### config.mk
export PLATFORM = sky130hd
export DESIGN_NAME = fp_exc_unit
export DESIGN_NICKNAME = d
export VERILOG_FILES = /design/src/rtl/fpx_pkg.sv /design/src/rtl/fpx_trap_eval.sv /design/src/rtl/fpx_default_gen.sv /design/src/rtl/fpx_sticky.sv /design/src/rtl/fp_exc_unit.sv
export SDC_FILE = /design/constraint.sdc
export NUM_CORES = 1
export LEC_CHECK = 0
export ABC_AREA = 0
export BUFFER_PORTS_ARGS = -buffer_cell sky130_fd_sc_hd__buf_2
export CAP_MARGIN = 20
export CORE_MARGIN = 5
export CORE_UTILIZATION = 40
export CTS_BUF_LIST = sky130_fd_sc_hd__clkbuf_8 sky130_fd_sc_hd__clkbuf_16
export CTS_CLUSTER_SIZE = 25
export DETAILED_ROUTE_END_ITERATION = 8
export GPL_TIMING_DRIVEN = 0
export PLACE_DENSITY = 0.75
export REMOVE_ABC_BUFFERS = 1
export SLEW_MARGIN = 20
export SYNTH_ARGS = -nofsm -noshare
export SYNTH_HDL_FRONTEND = slang
export SYNTH_HIERARCHICAL = 1
export SYNTH_SLANG_ARGS = --single-unit
### constraint.sdc
create_clock -name clk -period 2.2 [get_ports clk]
set_input_delay 0.33 -clock clk [delete_from_list [all_inputs] [get_ports clk]]
set_output_delay 0.33 -clock clk [all_outputs]
set_load 0.02 [all_outputs]
### src/rtl/fpx_pkg.sv
package fpx_pkg;
  localparam int NCOND   = 5;
  localparam int CAUSE_W = 3;
  localparam int IX_V = 4;
  localparam int IX_Z = 3;
  localparam int IX_O = 2;
  localparam int IX_U = 1;
  localparam int IX_I = 0;

  typedef enum logic [1:0] {
    CLS_OTHER = 2'd0,
    CLS_DIV   = 2'd1,
    CLS_RSQRT = 2'd2,
    CLS_XFORM = 2'd3
  } op_class_e;

  typedef enum logic [CAUSE_W-1:0] {
    CZ_NONE = 3'd0,
    CZ_E    = 3'd1,
    CZ_V    = 3'd2,
    CZ_Z    = 3'd3,
    CZ_O    = 3'd4,
    CZ_U    = 3'd5,
    CZ_I    = 3'd6
  } cause_e;
endpackage

### src/rtl/fpx_trap_eval.sv
module fpx_trap_eval
  import fpx_pkg::*;
(
  input  logic [1:0]          op_class,
  input  logic                in_denorm,
  input  logic                flush_dn,
  input  logic                cond_inv,
  input  logic                cond_zero,
  input  logic                cond_ovf,
  input  logic                cond_unf,
  input  logic                cond_inx,
  input  logic [NCOND-1:0]    trap_en,
  output logic                trap,
  output logic [CAUSE_W-1:0]  cause,
  output logic [NCOND-1:0]    occur
);
  logic is_xform, zero_ok;
  logic [NCOND-1:0] hit;

  always_comb begin
    is_xform   = (op_class == CLS_XFORM);
    zero_ok    = (op_class == CLS_DIV) || (op_class == CLS_RSQRT);
    occur[IX_V] = cond_inv;
    occur[IX_Z] = cond_zero & zero_ok;
    occur[IX_O] = cond_ovf;
    occur[IX_U] = cond_unf;
    occur[IX_I] = cond_inx;
    hit         = trap_en & occur;
    hit[IX_V]   = trap_en[IX_V] & (cond_inv | is_xform);
  end

  // Priority: E first, then V, Z, O, U, I (highest bit index first).
  always_comb begin
    trap  = 1'b0;
    cause = CZ_NONE;
    if (!flush_dn && in_denorm) begin
      trap  = 1'b1;
      cause = CZ_E;
    end else begin
      for (int i = 0; i < NCOND; i++) begin
        if (hit[i]) begin
          trap  = 1'b1;
          cause = CAUSE_W'(CZ_V + (NCOND - 1 - i));
        end
      end
    end
  end
endmodule

### src/rtl/fpx_default_gen.sv
module fpx_default_gen
  import fpx_pkg::*;
#(
  parameter int DATA_W = 32,
  parameter int EXP_W  = 8
) (
  input  logic [NCOND-1:0]  occur,
  input  logic [DATA_W-1:0] raw,
  input  logic              sign,
  input  logic              flush_dn,
  input  logic              rnd_rz,
  output logic [DATA_W-1:0] dflt
);
  localparam int MAN_W = DATA_W - EXP_W - 1;
  localparam logic [DATA_W-1:0] QNAN =
    {1'b0, {EXP_W{1'b1}}, 1'b1, {(MAN_W-1){1'b0}}};
  localparam logic [DATA_W-2:0] INF_MAG = {{EXP_W{1'b1}}, {MAN_W{1'b0}}};
  localparam logic [DATA_W-2:0] MAX_MAG = {{(EXP_W-1){1'b1}}, 1'b0, {MAN_W{1'b1}}};

  always_comb begin
    if (occur[IX_V])       dflt = QNAN;
    else if (occur[IX_Z])  dflt = {sign, INF_MAG};
    else if (occur[IX_O])  dflt = rnd_rz ? {sign, MAX_MAG} : {sign, INF_MAG};
    else if (occur[IX_U])  dflt = flush_dn ? {sign, {(DATA_W-1){1'b0}}}
                                           : {sign, raw[DATA_W-2:0]};
    else                   dflt = raw;
  end
endmodule

### src/rtl/fpx_sticky.sv
module fpx_sticky #(
  parameter int N = 5
) (
  input  logic         clk,
  input  logic         rst_n,
  input  logic         set_en,
  input  logic [N-1:0] set_vec,
  input  logic [N-1:0] clr_vec,
  output logic [N-1:0] flags
);
  logic [N-1:0] flags_d;

  for (genvar b = 0; b < N; b++) begin : g_bit
    always_comb flags_d[b] = (set_en & set_vec[b]) | (flags[b] & ~clr_vec[b]);

    always_ff @(posedge clk or negedge rst_n) begin
      if (!rst_n) flags[b] <= 1'b0;
      else        flags[b] <= flags_d[b];
    end
  end

  // a flag only rises through a set from a committed operation
  p_flag_rise_r8: assert property (@(posedge clk) disable iff (!rst_n)
    ((flags & ~$past(flags)) != '0) |-> $past(set_en));
  // a set bit is visible after the edge even with a clear on that bit
  p_set_beats_clr_r8: assert property (@(posedge clk) disable iff (!rst_n)
    set_en |=> ((flags & $past(set_vec)) == $past(set_vec)));
endmodule

### src/rtl/fp_exc_unit.sv
module fp_exc_unit
  import fpx_pkg::*;
#(
  parameter int DATA_W = 32,
  parameter int EXP_W  = 8
) (
  input  logic                clk,
  input  logic                rst_n,
  input  logic                op_valid,
  input  logic [1:0]          op_class,
  input  logic                in_denorm,
  input  logic                cond_inv,
  input  logic                cond_zero,
  input  logic                cond_ovf,
  input  logic                cond_unf,
  input  logic                cond_inx,
  input  logic [DATA_W-1:0]   raw_result,
  input  logic                unr_sign,
  input  logic [NCOND-1:0]    trap_en,
  input  logic                flush_dn,
  input  logic                rnd_rz,
  input  logic [NCOND-1:0]    flag_clr,
  output logic                trap_req,
  output logic [CAUSE_W-1:0]  trap_cause,
  output logic [NCOND-1:0]    sticky_flags,
  output logic                dest_we,
  output logic [DATA_W-1:0]   result
);
  logic                trap_c;
  logic [CAUSE_W-1:0]  cause_c;
  logic [NCOND-1:0]    occur_c;
  logic [DATA_W-1:0]   dflt_c;

  logic                trap_d, we_d;
  logic [CAUSE_W-1:0]  cause_d;
  logic [DATA_W-1:0]   result_d;

  fpx_trap_eval u_eval (
    .op_class  (op_class),
    .in_denorm (in_denorm),
    .flush_dn  (flush_dn),
    .cond_inv  (cond_inv),
    .cond_zero (cond_zero),
    .cond_ovf  (cond_ovf),
    .cond_unf  (cond_unf),
    .cond_inx  (cond_inx),
    .trap_en   (trap_en),
    .trap      (trap_c),
    .cause     (cause_c),
    .occur     (occur_c)
  );

  fpx_default_gen #(.DATA_W(DATA_W), .EXP_W(EXP_W)) u_dflt (
    .occur    (occur_c),
    .raw      (raw_result),
    .sign     (unr_sign),
    .flush_dn (flush_dn),
    .rnd_rz   (rnd_rz),
    .dflt     (dflt_c)
  );

  fpx_sticky #(.N(NCOND)) u_sticky (
    .clk     (clk),
    .rst_n   (rst_n),
    .set_en  (we_d),
    .set_vec (occur_c),
    .clr_vec (flag_clr),
    .flags   (sticky_flags)
  );

  // next state
  always_comb begin
    trap_d   = op_valid & trap_c;
    we_d     = op_valid & ~trap_c;
    cause_d  = op_valid ? cause_c : trap_cause;
    result_d = we_d ? dflt_c : result;
  end

  // registers
  always_ff @(posedge clk or negedge rst_n) begin
    if (!rst_n) begin
      trap_req   <= 1'b0;
      dest_we    <= 1'b0;
      trap_cause <= '0;
      result     <= '0;
    end else begin
      trap_req   <= trap_d;
      dest_we    <= we_d;
      trap_cause <= cause_d;
      result     <= result_d;
    end
  end

  // one pulse per valid operation, none otherwise
  p_one_pulse_r6: assert property (@(posedge clk) disable iff (!rst_n)
    op_valid |=> (trap_req ^ dest_we));
  p_no_pulse_r6: assert property (@(posedge clk) disable iff (!rst_n)
    !op_valid |=> (!trap_req && !dest_we));
  // a trap holds the destination
  p_trap_holds_r7: assert property (@(posedge clk) disable iff (!rst_n)
    trap_req |-> (!dest_we && $stable(result)));
  // a trap always carries a cause code
  p_trap_cause_r5: assert property (@(posedge clk) disable iff (!rst_n)
    trap_req |-> (trap_cause != CZ_NONE));
  // unflushed denormal input traps as E
  p_denorm_e_r1: assert property (@(posedge clk) disable iff (!rst_n)
    (op_valid && !flush_dn && in_denorm) |=> (trap_req && trap_cause == CZ_E));
  // an untrapped invalid condition commits the quiet NaN
  p_inv_qnan_r9: assert property (@(posedge clk) disable iff (!rst_n)
    (op_valid && cond_inv && !trap_c) |=> (result == {1'b0, {EXP_W{1'b1}}, 1'b1, {(DATA_W-EXP_W-2){1'b0}}}));
endmodule

==> results.sh, run 1 <==
export IMPL_postSynthCellCount=164
export IMPL_finalSetupViolCount=0
export IMPL_dr_pass1_iters=4
export IMPL_grt_util_met3_pct=5.15
export IMPL_die_x_um=85.1
export IMPL_synth_seq_cells=42
export IMPL_grt_max_degree=43
export IMPL_vias=1659
export IMPL_cp_num_cells=8
export IMPL_yosys_warnings=6
export IMPL_synthMuxAreaShare_pct=22.3
export IMPL_period_minus_slack_ps=2060
export IMPL_wirelength_um=5100
export IMPL_crit_fanout=15
export IMPL_status="finished clean"
export IMPL_synthSimpleGateAreaFrac_pct=6.44
export IMPL_synth_compound_area_share_pct=17.0
export IMPL_cts_root_buf="clkbuf_8"
export IMPL_fp_row_count=27
export IMPL_synth_top_family_by_area="multiplexers"
export IMPL_synth_top_area_share_pct=46.6
export IMPL_synth_xor_xnor_area_share_pct=0
export IMPL_core_area_mm2=0.00551
export IMPL_grt_use_total_pct=14.0
export IMPL_drt_initial_drc_count=41
export IMPL_fin_crit_sh_pct=93.5
export IMPL_n_antenna_cell=0
export IMPL_clock_skew_final_ps=0
export IMPL_cp_data_required_time_ps=2380
export IMPL_met1_usage_pct=15.9
export IMPL_syn2layout_area_growth_pct=29.8
export IMPL_finalHoldViolations=0
export IMPL_drive_gt1_share_pct=60.2
export IMPL_die_area_mm2=0.00723
export IMPL_worstSetupStartpointType="input port"
export IMPL_via_per_inst=4.98
export IMPL_path_cells="buf_2 -> ha_1 -> and3_1 -> nor2_1 -> nand3_2 -> nor2b_4 -> buf_16 -> mux2_2"
export IMPL_min_from="flag_clr[2]"
export IMPL_layout_nets=317
export IMPL_cts_max_path_buffers=2
export IMPL_synth_cell_types=37
export IMPL_dieHeight_um=85.1
export IMPL_yosysTopAreaCell="dfrtp_1"
export IMPL_cp_end_kind="flop"
export IMPL_pwr_density_cell_mw_per_mm2=825
export IMPL_numCtsBuffers=5
export IMPL_met2_usage_pct=24.2
export IMPL_synth_area_top_cells="dfrtp_1 (47%), mux2_4 (19%), a21o_1 (9.7%), mux2_2 (3.0%), buf_12 (2.7%)"
export IMPL_min_path_cells=2
export IMPL_final_util_pct=53.1
export IMPL_tns_ps=0
export IMPL_antenna_found_initial=0
export IMPL_post_dp_hpwl_um=3860
export IMPL_cts_sinks=42
export IMPL_relSlewSlack_pct=56.7
export IMPL_start_util_pct=40.9
export IMPL_cp_slowest_cell="nor2b_4"
export IMPL_peakVddDrop_v=0.000334
export IMPL_critPathTopFamily="simple AND/OR/NAND/NOR gates"
export IMPL_busiest_layer="met2"
export IMPL_cts_tree="done"
export IMPL_wl_per_cell_um=15.3
export IMPL_place_congestion=0.763
export IMPL_hold_path_class="input port to flop"
export IMPL_synth_async_reset_ratio_pct=100
export IMPL_grt_pass1_vias=1746
export IMPL_max_clock_freq_mhz=486
export IMPL_synth_edf_count=0
export IMPL_cpPeakStageDelay_ps=440
export IMPL_port_buffers=97
export IMPL_reg2reg_depth=1
export IMPL_rsz0062_at_grt="false"
export IMPL_synth_adder_area_share_pct=0.555
export IMPL_leakage_nw=1.63
export IMPL_report_final_slew_viol_count=0
export IMPL_critPathArrivalTime_ps=2240
export IMPL_worstSetupPathType="input port to flop"
export IMPL_clk_latency_ps=290
export IMPL_cts_max_level=2
export IMPL_rr_startpoint="result[14]$_DFFE_PN0P_"
export IMPL_drc=0
export IMPL_cts_clk_slew_worst_paths_ps=80
export IMPL_seq_area_frac_synth_pct=46.6
export IMPL_avgSynthCellArea_um2=13.7
export IMPL_synthFlopType="dfrtp_1"
export IMPL_worst_pin_slew_ps=650
export IMPL_syn_area_mm2=0.00225
export IMPL_critPathBufInv=2
export IMPL_pin_count=98
export IMPL_ant_nets=0
export IMPL_crit_path_start="op_class[0]"
export IMPL_maxCapViolCount=0
export IMPL_overflow=0
export IMPL_grt_pass1_wl_um=8180
[Yosys cell counts (2+ instances only)]
cell	instances
nor2_1	2
mux2_4	29
inv_1	5
dfrtp_1	42
a21o_1	29
o21ai_2	5
buf_12	3
mux2_2	6
nand2_1	7
buf_2	3
buf_4	4
buf_6	3
a21oi_1	2
[final cells by class]
cell class | count | area (um^2)
inverters | 5 | 18.8
multi-input cells | 104 | 1040
repair buffers | 102 | 578
clock buffers | 6 | 82.6
flip-flops and latches | 42 | 1050
clock inverters | 2 | 60.1
well taps | 72 | 90.1
fillers | 493 | 2580
[final timing paths]
kind | endpoint | slack [ps]
min in group asynchronous | u_sticky/flags[4]$_DFF_PN0_ | 490
max reg2reg | result[14]$_DFFE_PN0P_ | 1420
min reg2reg | result[18]$_DFFE_PN0P_ | 510
max | result[28]$_DFFE_PN0P_ | 140
min | u_sticky/flags[2]$_DFF_PN0_ | 190
max in group asynchronous | result[0]$_DFFE_PN0P_ | 1240
[metrics by stage]
step	setup WS [ps]	area [um^2]	power (mW)	instances	hold WS, ps
2_1_floorplan	-237	2110	1.40	151	34.4
3_3_place_gp	-657	2690	1.65	320	489
3_5_place_dp	-324	2750	1.68	323	486
4_1_cts	148	2900	2.44	331	185
5_1_grt	29.7	2930	2.53	333	176
6_report	142	2930	2.41	333	194
[cell families after synthesis]
kind of cell | after synthesis
AO/OA/AOI/OAI | 46
adder cells (fa/ha/maj) | 1
buffers and inverters | 18
flip-flops | 42
multiplexers | 35
AND/OR/NAND/NOR | 22
[sequential cells by signal, indices dropped and copies added (netlist names)]
signal and count:
result 32, trap_cause 3, u_sticky/flags 5, dest_we 1, trap_req 1
[report_power, final]
part / switching, mW / internal [mW] / total [mW]
Clock: 0.269 / 0.484 / 0.753
Sequential: 0.0673 / 0.899 / 0.967
Combinational: 0.358 / 0.335 / 0.693
Total: 0.694 / 1.72 / 2.41
[what timing repair did]
action	4_1_cts	5_1_grt
setup buffers	0	0
resized for setup	1	0
hold buffers	0	1
hold endpoints to repair	0	15
endpoints found under the setup margin	1	0
[cell usage in the layout (no fill, tap or decap), drive strengths merged, types with 2 or more instances in the layout]
cell,netlist,routed
inv,5,5
o21ai,6,6
nor2,2,2
nor2b,2,2
a21o,29,29
nand2,7,7
clkbuf,0,6
and2,2,2
dfrtp,42,42
a21boi,2,2
bufinv,0,2
buf,13,101
mux2,35,35
a21oi,2,2
nand3,2,2
[metal layers]
metal | wire (um) | vias up
met5 | 0 | -
met4 | 52 | 0
met3 | 387 | 8
met2 | 2620 | 49
met1 | 2040 | 834
li1 | - | 768
(Power assumes the default switching activity.)
==> run 2, diff against run 1 <==
Settings changed: PLACE_DENSITY 0.75 to 0.77, SKIP_CTS_REPAIR_TIMING from default to 1, SYNTH_HIERARCHICAL 1 to default.
==> results.sh, run 2 <==
export IMPL_status="finished clean"
export IMPL_syn2layout_area_growth_pct=29.9
export IMPL_clock_power_share_pct=23.4
export IMPL_pwr_density_cell_mw_per_mm2=803
export IMPL_critPathTopFamily="simple AND/OR/NAND/NOR gates"
export IMPL_reg_top3="result (32), u_sticky.flags (5), trap_cause (3)"
export IMPL_overflow=0
export IMPL_worst_pin_slew_ps=931
export IMPL_crit_fanout=26
export IMPL_synth_most_common_cell="dfrtp_1"
export IMPL_cp_end_kind="flop"
export IMPL_finalSetupViolCount=0
export IMPL_synth_async_reset_ratio_pct=100
export IMPL_numCtsBuffers=5
export IMPL_wirelength_um=5420
export IMPL_place_congestion=0.801
export IMPL_ant_nets=0
export IMPL_grt_use_total_pct=16.7
export IMPL_synth_seq_cells=42
export IMPL_synth_cell_types=28
export IMPL_grt_max_degree=43
export IMPL_drt_initial_drc_count=35
export IMPL_p_int_mw=1.43
export IMPL_cts_max_level=2
export IMPL_worstSetupStartpointType="input port"
export IMPL_avgSynthCellArea_um2=10.7
export IMPL_cp_data_required_time_ps=2370
export IMPL_cts_root_buf="clkbuf_8"
export IMPL_cp_slowest_cell="a222oi_1"
export IMPL_met1_usage_pct=20.5
export IMPL_n_antenna_cell=0
export IMPL_peakVddDrop_v=0.000416
export IMPL_finalHoldViolations=0
export IMPL_stdcell_area_mm2=0.00266
export IMPL_instances_no_fill=358
export IMPL_fillers=477
export IMPL_die_x_um=81.6
export IMPL_dr_pass1_iters=5
export IMPL_p_sw_uw=709
export IMPL_period_minus_slack_ps=2110
export IMPL_pin_count=98
export IMPL_tns_ps=0
export IMPL_antenna_found_initial=0
export IMPL_rsz0062_at_grt="false"
export IMPL_dp_cells=350
export IMPL_post_dp_hpwl_um=3950
export IMPL_cts_sinks=42
export IMPL_via_per_inst=5.06
export IMPL_r2r_end="result[13]$_DFFE_PN0N_"
export IMPL_drc=0
export IMPL_synth_top_area_share_pct=51.3
export IMPL_vias=1810
export IMPL_synthFlopType="dfrtp_1"
export IMPL_final_cell_mix="buf_2 (97), dfrtp_1 (42), nand2_1 (31)"
export IMPL_layout_commonest_cell="buf_2"
export IMPL_top_register="result"
export IMPL_worstSetupPathType="input port to flop"
export IMPL_rr_startpoint="result[13]$_DFFE_PN0N_"
export IMPL_grt_pass1_vias=1806
export IMPL_dieHeight_um=81.6
export IMPL_critPathArrivalTime_ps=2280
export IMPL_synth_area_top_cells="dfrtp_1 (51%), mux2_4 (13%), a21oi_1 (7.3%), nand2_1 (5.7%), o21ai_0 (4.2%)"
export IMPL_port_buffers=97
export IMPL_clk_latency_ps=280
export IMPL_wl_per_cell_um=15.1
export IMPL_synth_edf_count=0
export IMPL_cts_max_path_buffers=2
export IMPL_seq_area_frac_synth_pct=51.3
export IMPL_cts_tree="done"
export IMPL_drive_gt1_share_pct=46.2
export IMPL_cpPeakStageDelay_ps=440
export IMPL_placed_area_mm2=0.00257
export IMPL_hold_path_class="input port to async pin"
export IMPL_power_frac_comb_pct=31.0
export IMPL_max_clock_freq_mhz=475
export IMPL_busiest_layer="met2"
export IMPL_rrSetupSlack_ps=1430
export IMPL_start_util_pct=40.6
export IMPL_netSwitchingFraction_pct=33.2
export IMPL_leakage_nw=1.40
export IMPL_cts_clk_slew_worst_paths_ps=70
export IMPL_synth_common_cells="dfrtp_1 (42), nand2_1 (31), a21oi_1 (30)"
export IMPL_yosys_warnings=0
export IMPL_fin_crit_sh_pct=95.7
export IMPL_die_area_mm2=0.00665
export IMPL_path_cells="buf_2 -> a222oi_1 -> nand4_2 -> or2_4 -> clkinv_4 -> mux2_2"
export IMPL_met2_usage_pct=29.0
export IMPL_fp_row_count=26
export IMPL_layout_nets=344
export IMPL_final_util_pct=52.8
export IMPL_relSlewSlack_pct=37.9
export IMPL_core_area_mm2=0.00504
export IMPL_syn_area_mm2=0.00205
export IMPL_postSynthCellCount=191
export IMPL_yosysTopAreaCell="dfrtp_1"
export IMPL_critPathBufInv=2
export IMPL_grt_pass1_wl_um=8470
export IMPL_maxCapViolCount=0
export IMPL_reg2reg_depth=1
export IMPL_p_seq_share_pct=45.6
export IMPL_report_final_slew_viol_count=0
export IMPL_largest_register_ffs=32
export IMPL_clock_skew_final_ps=0
export IMPL_grt_util_met3_pct=2.52
export IMPL_cp_num_cells=6
run 2: cell types whose count changed after synthesis, moves of 5 or more:
cell	before	now
nand2_1	7	31
clkbuf_1	0	7
mux2_4	29	18
a21oi_1	2	30
nand3_1	1	6
o21ai_0	1	17
inv_1	5	10
a21o_1	29	0
o21ai_2	5	0
run 2: cells by family after synthesis:
| group | count (synthesis) | share of synthesized area [%] |
|---|---|---|
| buf+inv | 20 | 5.50 |
| mux | 25 | 17.0 |
| simple gates | 44 | 9.59 |
| fa+ha+maj | 1 | 0.611 |
| flops | 42 | 51.3 |
| compound gates | 59 | 16.0 |
run 2: through the flow:
step	hold WS (ps)	setup WS (ps)	power (mW)
2_1_floorplan	34.4	200	1.38
3_3_place_gp	485	-339	1.63
3_5_place_dp	490	-315	1.65
4_1_cts	206	18.8	2.16
5_1_grt	208	30.5	2.25
6_report	183	94.6	2.14
run 2: area by class of cell:
cell class              count  area [um^2]  area share [%]
multi-input cells         129          888            33.4
repair buffers             98          497            18.7
clock inverters             2         8.76           0.329
flip-flops and latches     42         1050            39.5
well taps                  70         87.6            3.29
inverters                  11         46.3            1.74
clock buffers               6         82.6            3.10
run 2: worst max path at each step:
stage	startpoint	endpoint	slack, ps
2_1_floorplan	op_class[0]	result[0]$_DFFE_PN0N_	200
3_3_place_gp	cond_ovf	result[1]$_DFFE_PN0N_	-340
3_5_place_dp	op_class[0]	result[0]$_DFFE_PN0N_	-310
4_1_cts	op_class[0]	result[20]$_DFFE_PN0N_	20
5_1_grt	cond_ovf	result[20]$_DFFE_PN0N_	30
6_report	cond_ovf	result[20]$_DFFE_PN0N_	90
run 2: power by group through the flow:
| stage | Clock, mW | Combinational, mW | Sequential [mW] |
|---|---|---|---|
| floorplan | 0 | 0.227 | 1.15 |
| global placement | 0 | 0.651 | 0.981 |
| detailed placement | 0 | 0.668 | 0.987 |
| CTS | 0.522 | 0.669 | 0.974 |
| global route | 0.553 | 0.710 | 0.991 |
| finish | 0.500 | 0.663 | 0.974 |
run 2: routing by layer:
metal / share of wire (%) / vias up
met5: 0 / -
met4: 1.1 / 0
met3: 4.8 / 7
met2: 51 / 57
met1: 43 / 886
li1: - / 860
